<file path="src/rtl/rng_ctrl_regs.sv">
`timescale 1ns/1ps
module rng_ctrl_regs #(
  parameter int          SEED_CYCLES = 6,
  parameter int          GEN_CYCLES  = 4,
  parameter logic [31:0] POLY        = 32'h8020_0003,
  parameter int          AW          = 8
) (
  input  logic          clk,
  input  logic          rst_n,
  input  logic          wr_en,
  input  logic [AW-1:0] wr_addr,
  input  logic [31:0]   wr_data,
  input  logic [AW-1:0] rd_addr,
  output logic [31:0]   rd_data,
  input  logic [31:0]   entropy_in,
  output logic          irq
);
  localparam int NWORDS = 8;
  localparam int CMAX   = (SEED_CYCLES > GEN_CYCLES) ? SEED_CYCLES : GEN_CYCLES;
  localparam int CW     = $clog2(CMAX) + 1;
  localparam logic [AW-1:0] A_CMD  = AW'(8'h00);
  localparam logic [AW-1:0] A_STAT = AW'(8'h04);
  localparam logic [AW-1:0] A_MODE = AW'(8'h08);
  localparam logic [AW-1:0] A_IEN  = AW'(8'h10);
  localparam logic [AW-1:0] A_PEND = AW'(8'h14);

  typedef enum logic [1:0] {S_IDLE, S_SEED, S_GEN} st_t;

  st_t           st;
  logic [CW-1:0] cnt;
  logic          seeded, chain_gen, wide;
  logic [31:0]   lfsr;
  logic [31:0]   words [NWORDS];
  logic [2:0]    pend;
  logic [3:0]    ien;
  logic [31:0]   step [NWORDS+1];

  assign step[0] = lfsr;
  for (genvar i = 1; i <= NWORDS; i++) begin : g_step
    assign step[i] = {1'b0, step[i-1][31:1]} ^ (step[i-1][0] ? POLY : 32'h0);
  end

  wire is_seed   = (st == S_SEED);
  wire is_gen    = (st == S_GEN);
  wire cmd_wr    = wr_en && (wr_addr == A_CMD);
  wire cmd_gen   = cmd_wr && (wr_data == 32'd1);
  wire cmd_seed  = cmd_wr && (wr_data == 32'd2);
  wire seed_done = is_seed && (cnt == '0);
  wire gen_done  = is_gen && (cnt == '0);
  wire lock_evt  = gen_done && (lfsr == 32'h0);
  wire rdy_evt   = gen_done && (lfsr != 32'h0);
  wire [2:0] clr = (wr_en && wr_addr == A_PEND) ? {wr_data[4], wr_data[1], wr_data[0]} : 3'b000;

  always_ff @(posedge clk or negedge rst_n) begin
    if (!rst_n) begin
      st        <= S_IDLE;
      cnt       <= '0;
      seeded    <= 1'b0;
      chain_gen <= 1'b0;
      lfsr      <= '0;
      for (int i = 0; i < NWORDS; i++) words[i] <= '0;
    end else begin
      case (st)
        S_IDLE: begin
          if (cmd_gen && seeded) begin
            st  <= S_GEN;
            cnt <= CW'(GEN_CYCLES - 1);
          end else if (cmd_gen || cmd_seed) begin
            st        <= S_SEED;
            cnt       <= CW'(SEED_CYCLES - 1);
            chain_gen <= cmd_gen;
          end
        end
        S_SEED: begin
          if (cnt == '0) begin
            lfsr      <= entropy_in;
            seeded    <= 1'b1;
            chain_gen <= 1'b0;
            if (chain_gen) begin
              st  <= S_GEN;
              cnt <= CW'(GEN_CYCLES - 1);
            end else begin
              st <= S_IDLE;
            end
          end else begin
            cnt <= cnt - 1'b1;
          end
        end
        S_GEN: begin
          if (cnt == '0) begin
            st <= S_IDLE;
            if (lfsr == 32'h0) begin
              seeded <= 1'b0;
            end else begin
              lfsr <= step[NWORDS];
              for (int i = 0; i < NWORDS; i++) words[i] <= step[i+1];
            end
          end else begin
            cnt <= cnt - 1'b1;
          end
        end
        default: st <= S_IDLE;
      endcase
    end
  end

  always_ff @(posedge clk or negedge rst_n) begin
    if (!rst_n) begin
      pend <= '0;
      ien  <= '0;
      wide <= 1'b0;
    end else begin
      pend <= (pend & ~clr) | {lock_evt, seed_done, rdy_evt};
      if (wr_en && wr_addr == A_MODE) wide <= wr_data[3];
      if (wr_en && wr_addr == A_IEN)  ien  <= {wr_data[31], wr_data[4], wr_data[1], wr_data[0]};
    end
  end

  assign irq = ien[3] & |(pend & ien[2:0]);

  wire       in_words = (rd_addr[AW-1:5] == (AW-5)'(1)) && (rd_addr[1:0] == 2'b00);
  wire [2:0] widx     = rd_addr[4:2];

  always_comb begin
    rd_data = '0;
    case (rd_addr)
      A_STAT: begin
        rd_data[31] = is_seed;
        rd_data[30] = is_gen;
        rd_data[9]  = seeded;
        rd_data[3]  = wide;
      end
      A_MODE: rd_data[3] = wide;
      A_IEN:  rd_data = {ien[3], 26'b0, ien[2], 2'b0, ien[1], ien[0]};
      A_PEND: rd_data = {27'b0, pend[2], 2'b0, pend[1], pend[0]};
      default: if (in_words && (wide || !widx[2])) rd_data = words[widx];
    endcase
  end
endmodule


</file>
<file path="config.mk">
export PLATFORM = sky130hd
export DESIGN_NAME = rng_ctrl_regs
export DESIGN_NICKNAME = d
export VERILOG_FILES = /design/src/rtl/rng_ctrl_regs.sv
export SDC_FILE = /design/constraint.sdc
export NUM_CORES = 1
export LEC_CHECK = 0
export BUFFER_PORTS_ARGS = -buffer_cell sky130_fd_sc_hd__buf_2
export CAP_MARGIN = 10
export CORE_UTILIZATION = 40
export CTS_CLUSTER_DIAMETER = 200
export DETAILED_ROUTE_END_ITERATION = 16
export SETUP_SLACK_MARGIN = 0.3
export SYNTH_ARGS = -nofsm -noshare
export SYNTH_HDL_FRONTEND = slang
export SYNTH_SLANG_ARGS = --single-unit
</file>
<file path="constraint.sdc">
create_clock -name clk -period 2.32 [get_ports clk]
set_input_delay 0.58 -clock clk [delete_from_list [all_inputs] [get_ports clk]]
set_output_delay 0.58 -clock clk [all_outputs]
set_load 0.01 [all_outputs]
</file>
After elaboration in Yosys (flattened, before gate mapping)
Cells that the tools add are included.
{"block": "word_totals", "regBits": 304, "latch_bits": 0, "romBits": 0, "word_cells": 134, "n_memories": 0, "ramBits": 0}
{"block": "op_classes", "muxes": 43, "n_eq_ne": 21, "div": 0, "bitwise_logic": 15, "addsub": 1, "shifts": 0, "reduce_logical": 37, "n_mul": 0, "magnitude_cmp": 1}
{"op": "2-to-1 mux 32 bit", "count": 14}
{"op": "bitwise XOR 31 x 32 -> 32 bit", "count": 8}
{"op": "binary-select mux 32 bit (select 3 bit)", "count": 1}
{"op": "one-hot mux 32 bit (2 select lines)", "count": 1}
{"op": "== test 32 x 1 -> 1 bit, second input constant", "count": 1}
{"op": "== test 32 x 2 -> 1 bit, second input constant", "count": 1}
{"op": "== test 8 x 5 -> 1 bit, second input constant", "count": 4}
{"op": "zero test 32 bit", "count": 1}
{"op": "nonzero test 32 bit", "count": 1}
{"op": "2-to-1 mux 20 bit", "count": 1}
{"op": "2-to-1 mux 4 bit", "count": 5}
{"op": "== test 8 x 4 -> 1 bit, second input constant", "count": 2}
{"op": "AND reduction 4 bit", "count": 4}
{"op": "one-hot mux 5 bit (3 select lines)", "count": 1}
{"op": "logical AND 1 bit", "count": 13}
{"op": "one-hot mux 2 bit (3 select lines)", "count": 2}
{"op": "one-hot mux 4 bit (3 select lines)", "count": 1}
{"op": "2-to-1 mux 2 bit", "count": 5}
{"op": "one-hot mux 3 bit (3 select lines)", "count": 1}
{"op": "== test 8 x 3 -> 1 bit, second input constant", "count": 1}
{"op": "zero test 8 bit", "count": 1}
{"op": "!= test 2 bit, second input constant", "count": 4}
{"op": "one-hot mux 1 bit (2 select lines)", "count": 4}
{"op": "bitwise AND 3 bit", "count": 2}
{"op": "24 further kinds", "count": 39}

Longest topological paths before layout
{"block": "logic_depth", "ltp_word": 19, "mapped_depth": 11}

Worst setup path after synthesis
OpenSTA, ideal clock, no wires.
{"block": "synth_path", "path_type": "in2out", "from": "in rd_addr[6]", "to": "out rd_data[1]", "arrival_ps": 1924, "setup_slack_ps": -184, "n_path_buf": 0, "required_ps": 1740, "path_stages": 5, "cell_sequence": "or4_1 -> or3_1 -> nor2_1 -> a21oi_1 -> o21ai_0"}
{"block": "synth_between", "elab_chain_len": 5, "elab_cells_between_ends": 10}
{"element": "from (decl)", "line": "13", "source": "input logic [AW-1:0] rd_addr,"}
{"element": "== test 3 x 1 -> 1 bit", "line": "121", "source": "wire in_words = (rd_addr[AW-1:5] == (AW-5)'(1)) && (rd_addr[1:0] == 2'b00);"}
{"element": "logical AND 1 bit", "line": "121"}
{"element": "logical AND 1 bit", "line": "136", "source": "default: if (in_words && (wide || !widx[2])) rd_data = words[widx];"}
{"element": "2-to-1 mux 32 bit", "line": "136"}
{"element": "one-hot mux 3 bit (3 select lines) *", "line": "126", "source": "case (rd_addr)"}
{"element": "to (decl)", "line": "14", "source": "output logic [31:0] rd_data,"}
Mark *: on every way between the ends. The rest lies on a longest branch, timed or not.

Worst setup path after layout
{"block": "layout_path", "from": "in rd_addr[6]", "to": "out rd_data[0]"}
Same word-level chain as after synthesis.

==> out/results.ini <==
[clocking]
clk_pin_slew_worst_paths_ns=0.07
cts_buffer_depth=2
cts.sinks=101
htreeDepth=3
cts_tree=built
cts_buffers=9
clock-root-buffer=clkbuf_16
worstSkewPairLatency_ns=0.36

[power_and_ir_drop]
p_leak_nw=4.586
ir_drop_mv=0.6760
powerDensity_nw_per_um2=843.1

[floorplanning]
ios=116
coreArea_sq_um=15310
die_y_microns=127.9
initial_core_util_pct=41.42
die_area_sq_um=16370
die_x_microns=127.9
floorplan.rows=45

[grt]
grt_pass1_vias=5915
grt_overflow_total=0
globalRouteTotalUtil_pct=25.63
grt_max_degree=34
antenna_found_initial=0
grt_pass1_wl_microns=31850

[synthesis]
async_flop_share_pct=100.0
ys_ff_latch=101
ys_warn_count=0
syn_inst=633
syn_area_per_cell_sq_um=10.02
yosysTopAreaCell=dfrtp_1
syn_area_sq_um=6344
ys_types=51
synth-edff-count=0
synth.area.top_cells=dfrtp_1, mux2i_1, mux2_2
synth_top_area_share_pct=39.84
synth_ff_type=dfrtp_1
ys_seq_area_share_pct=39.84
synth_nets=723

[placement]
preCtsSetupSlack_ns=-0.3254
dp_hpwl_microns=14650
io_buffers=115
place_inst=1013
place.gp.congestion=0.8590

[worst_setup_path]
crit_required_ns=1.74
critPathKind=input port to primary output
cp_max_fo=4
rr_startpoint=lfsr[6]
regToRegEndpoint=words[233]
crit_path_frequent_cell=nor2_1
end_kind=primary output
r2r_cells=8
ff2ff_setup_slack_ns=-0.08
arrival_ns=2.06
slowest_stage=or4_4
critPathBufInv=2
path_delay_family=simple AND/OR/NAND/NOR gates
crit_path_start_kind=input port
slowest_delay_ns=0.53
critical_path.cell_chain=buf_6, or4_4, or3_4, nor2_1, a21oi_1, nor2_1, a31o_2, buf_2

[route]
drtIter0Drc=316
routed-via-count=5888
drc=0
drt_wl_total_microns=21200
via_per_inst=5.447
routedWlPerCell_microns=19.62
drtPass1Iterations=5
antenna_left=0

[run_status]
status=finished, violations left
violations=negative setup slack

[worst_hold_path]
min_path_type=input port to async pin

[cells_and_area]
nNetsFinal=955
antenna_cells=0
layout-drive-gt1-share_pct=55.17
instances_no_fill=1081
syn2layout_area_growth_pct=56.19

[sta]
finalSetupViolCount=74
rsz0062_at_grt=true
hold_violations=0
final_max_slew_viol_count=0
slew-limit-headroom_pct=67.98
fin_skew_ns=0.01240
fin_ws_ns=-0.3201
fin_crit_ns=2.640
finalSetupTns_ns=-4.128
fmax_mhz=378.8
period_share_pct=113.8
worst_pin_slew_ns=0.4803

[run]
cap_violations=0

==> kinds of logic (layout without fill, tap and decap cells) <==
| kind of cell | count (synthesis) | count (layout) | share of synthesized area (%) |
|---|---|---|---|
| buffers and inverters | 60 | 297 | 4.674 |
| adder cells (fa/ha/maj) | 7 | 7 | 1.381 |
| XOR/XNOR | 28 | 28 | 4.576 |
| flip-flops | 101 | 101 | 39.84 |
| multiplexers | 140 | 140 | 25.80 |
| AND/OR/NAND/NOR | 173 | 173 | 12.52 |
| AO/OA/AOI/OAI | 124 | 124 | 11.20 |
==> cell type report <==
class | instances | area (sq um)
clock inverter | 6 | 46.29
clock buffer | 10 | 229.0
inverter | 18 | 68.82
fill | 1161 | 5406
sequential | 101 | 2530
timing repair buffer | 263 | 2406
tap | 211 | 264.0
multi-input combinational | 472 | 4364
==> registers in the layout, summed over array words and instances (netlist names) <==
signal and cells:
pend 3, chain_gen 1, lfsr 32, ien 4, st 2, seeded 1, words 53, wide 1
cnt 4
==> routing by layer <==
metal | global-route usage (%) | up-vias | share of wire [%]
met3 | 4.132 | 32 | 4.4
met2 | 40.66 | 170 | 48
met1 | 36.41 | 2939 | 46
li1 | - | 2747 | -
met5 | 0 | - | 0
met4 | 6.782 | 0 | 2.3
==> cell usage after synthesis, types with 2 or more instances <==
| master | n |
|---|---|
| dfrtp_1 | 101 |
| mux2i_1 | 87 |
| nand2_1 | 73 |
| o21ai_0 | 55 |
| nor2_1 | 51 |
| mux2_2 | 33 |
| a21oi_1 | 26 |
| clkbuf_1 | 17 |
| inv_1 | 17 |
| mux4_2 | 15 |
| buf_2 | 14 |
| nor4_1 | 14 |
| xor2_1 | 13 |
| o21ai_1 | 10 |
| a211oi_1 | 9 |
| xnor2_1 | 9 |
| ha_1 | 7 |
| nand3_1 | 7 |
| buf_6 | 6 |
| o211ai_1 | 6 |
| mux2_1 | 5 |
| nand4_1 | 5 |
| nor3_1 | 5 |
| a21o_1 | 4 |
| nor2b_1 | 4 |
| o22ai_1 | 3 |
| o2bb2ai_1 | 3 |
| xnor2_2 | 3 |
| xor2_2 | 3 |
| a31o_2 | 2 |
| buf_1 | 2 |
| buf_4 | 2 |
| nand4b_1 | 2 |
| nor3b_1 | 2 |
| nor3b_2 | 2 |
==> what timing repair did <==
action	4_1_cts	5_1_grt
gates resized for setup	172	117
hold buffers	0	0
pin swaps	40	22
buffers inserted	23	16
setup endpoints to repair	118	123
cloned	12	1
hold endpoints to repair	0	0
==> through the flow <==
step                utilization [%]  hold slack, ns  area [sq um]  power, W
finish                        64.70          0.1744          9908  0.008354
global route                  64.70          0.2050          9908  0.008707
CTS                           60.42          0.1935          9254  0.007900
detailed placement            52.29          0.4749          8008  0.006069
global placement              52.29          0.4558          8008  0.006023
floorplan                         -          0.2844          6660  0.004231
==> worst max-delay path by stage <==
stage / start / end / slack [ns] / depth (start not counted)
finish: rd_addr[6] / rd_data[0] / -0.32 / 8
global route: rd_addr[6] / rd_data[0] / -0.39 / 8
CTS: rd_addr[6] / rd_data[0] / -0.32 / 8
detailed placement: rd_addr[6] / rd_data[0] / -0.33 / 8
global placement: rd_addr[6] / rd_data[0] / -0.30 / 8
floorplan: rd_addr[6] / rd_data[0] / -0.06 / 6
==> cell usage in the layout, fill, tap and decap left out, types with 21 or more instances in the layout <==
| cell | n |
|---|---|
| a21oi_1 | 21 |
| buf_2 | 106 |
| buf_4 | 83 |
| buf_6 | 31 |
| dfrtp_1 | 99 |
| mux2_4 | 32 |
| mux2i_1 | 71 |
| nand2_1 | 25 |
| nand2_2 | 25 |
| nand2_4 | 23 |
| nor2_1 | 45 |
| o21ai_1 | 23 |
| o21ai_2 | 32 |
==> where the power goes <==
part	internal (W)	switching [W]
sequential	0.00205	0.000349
clock	0.000738	0.000707
combinational	0.00195	0.00255
Note: power is estimated with default switching activity, not from simulation.
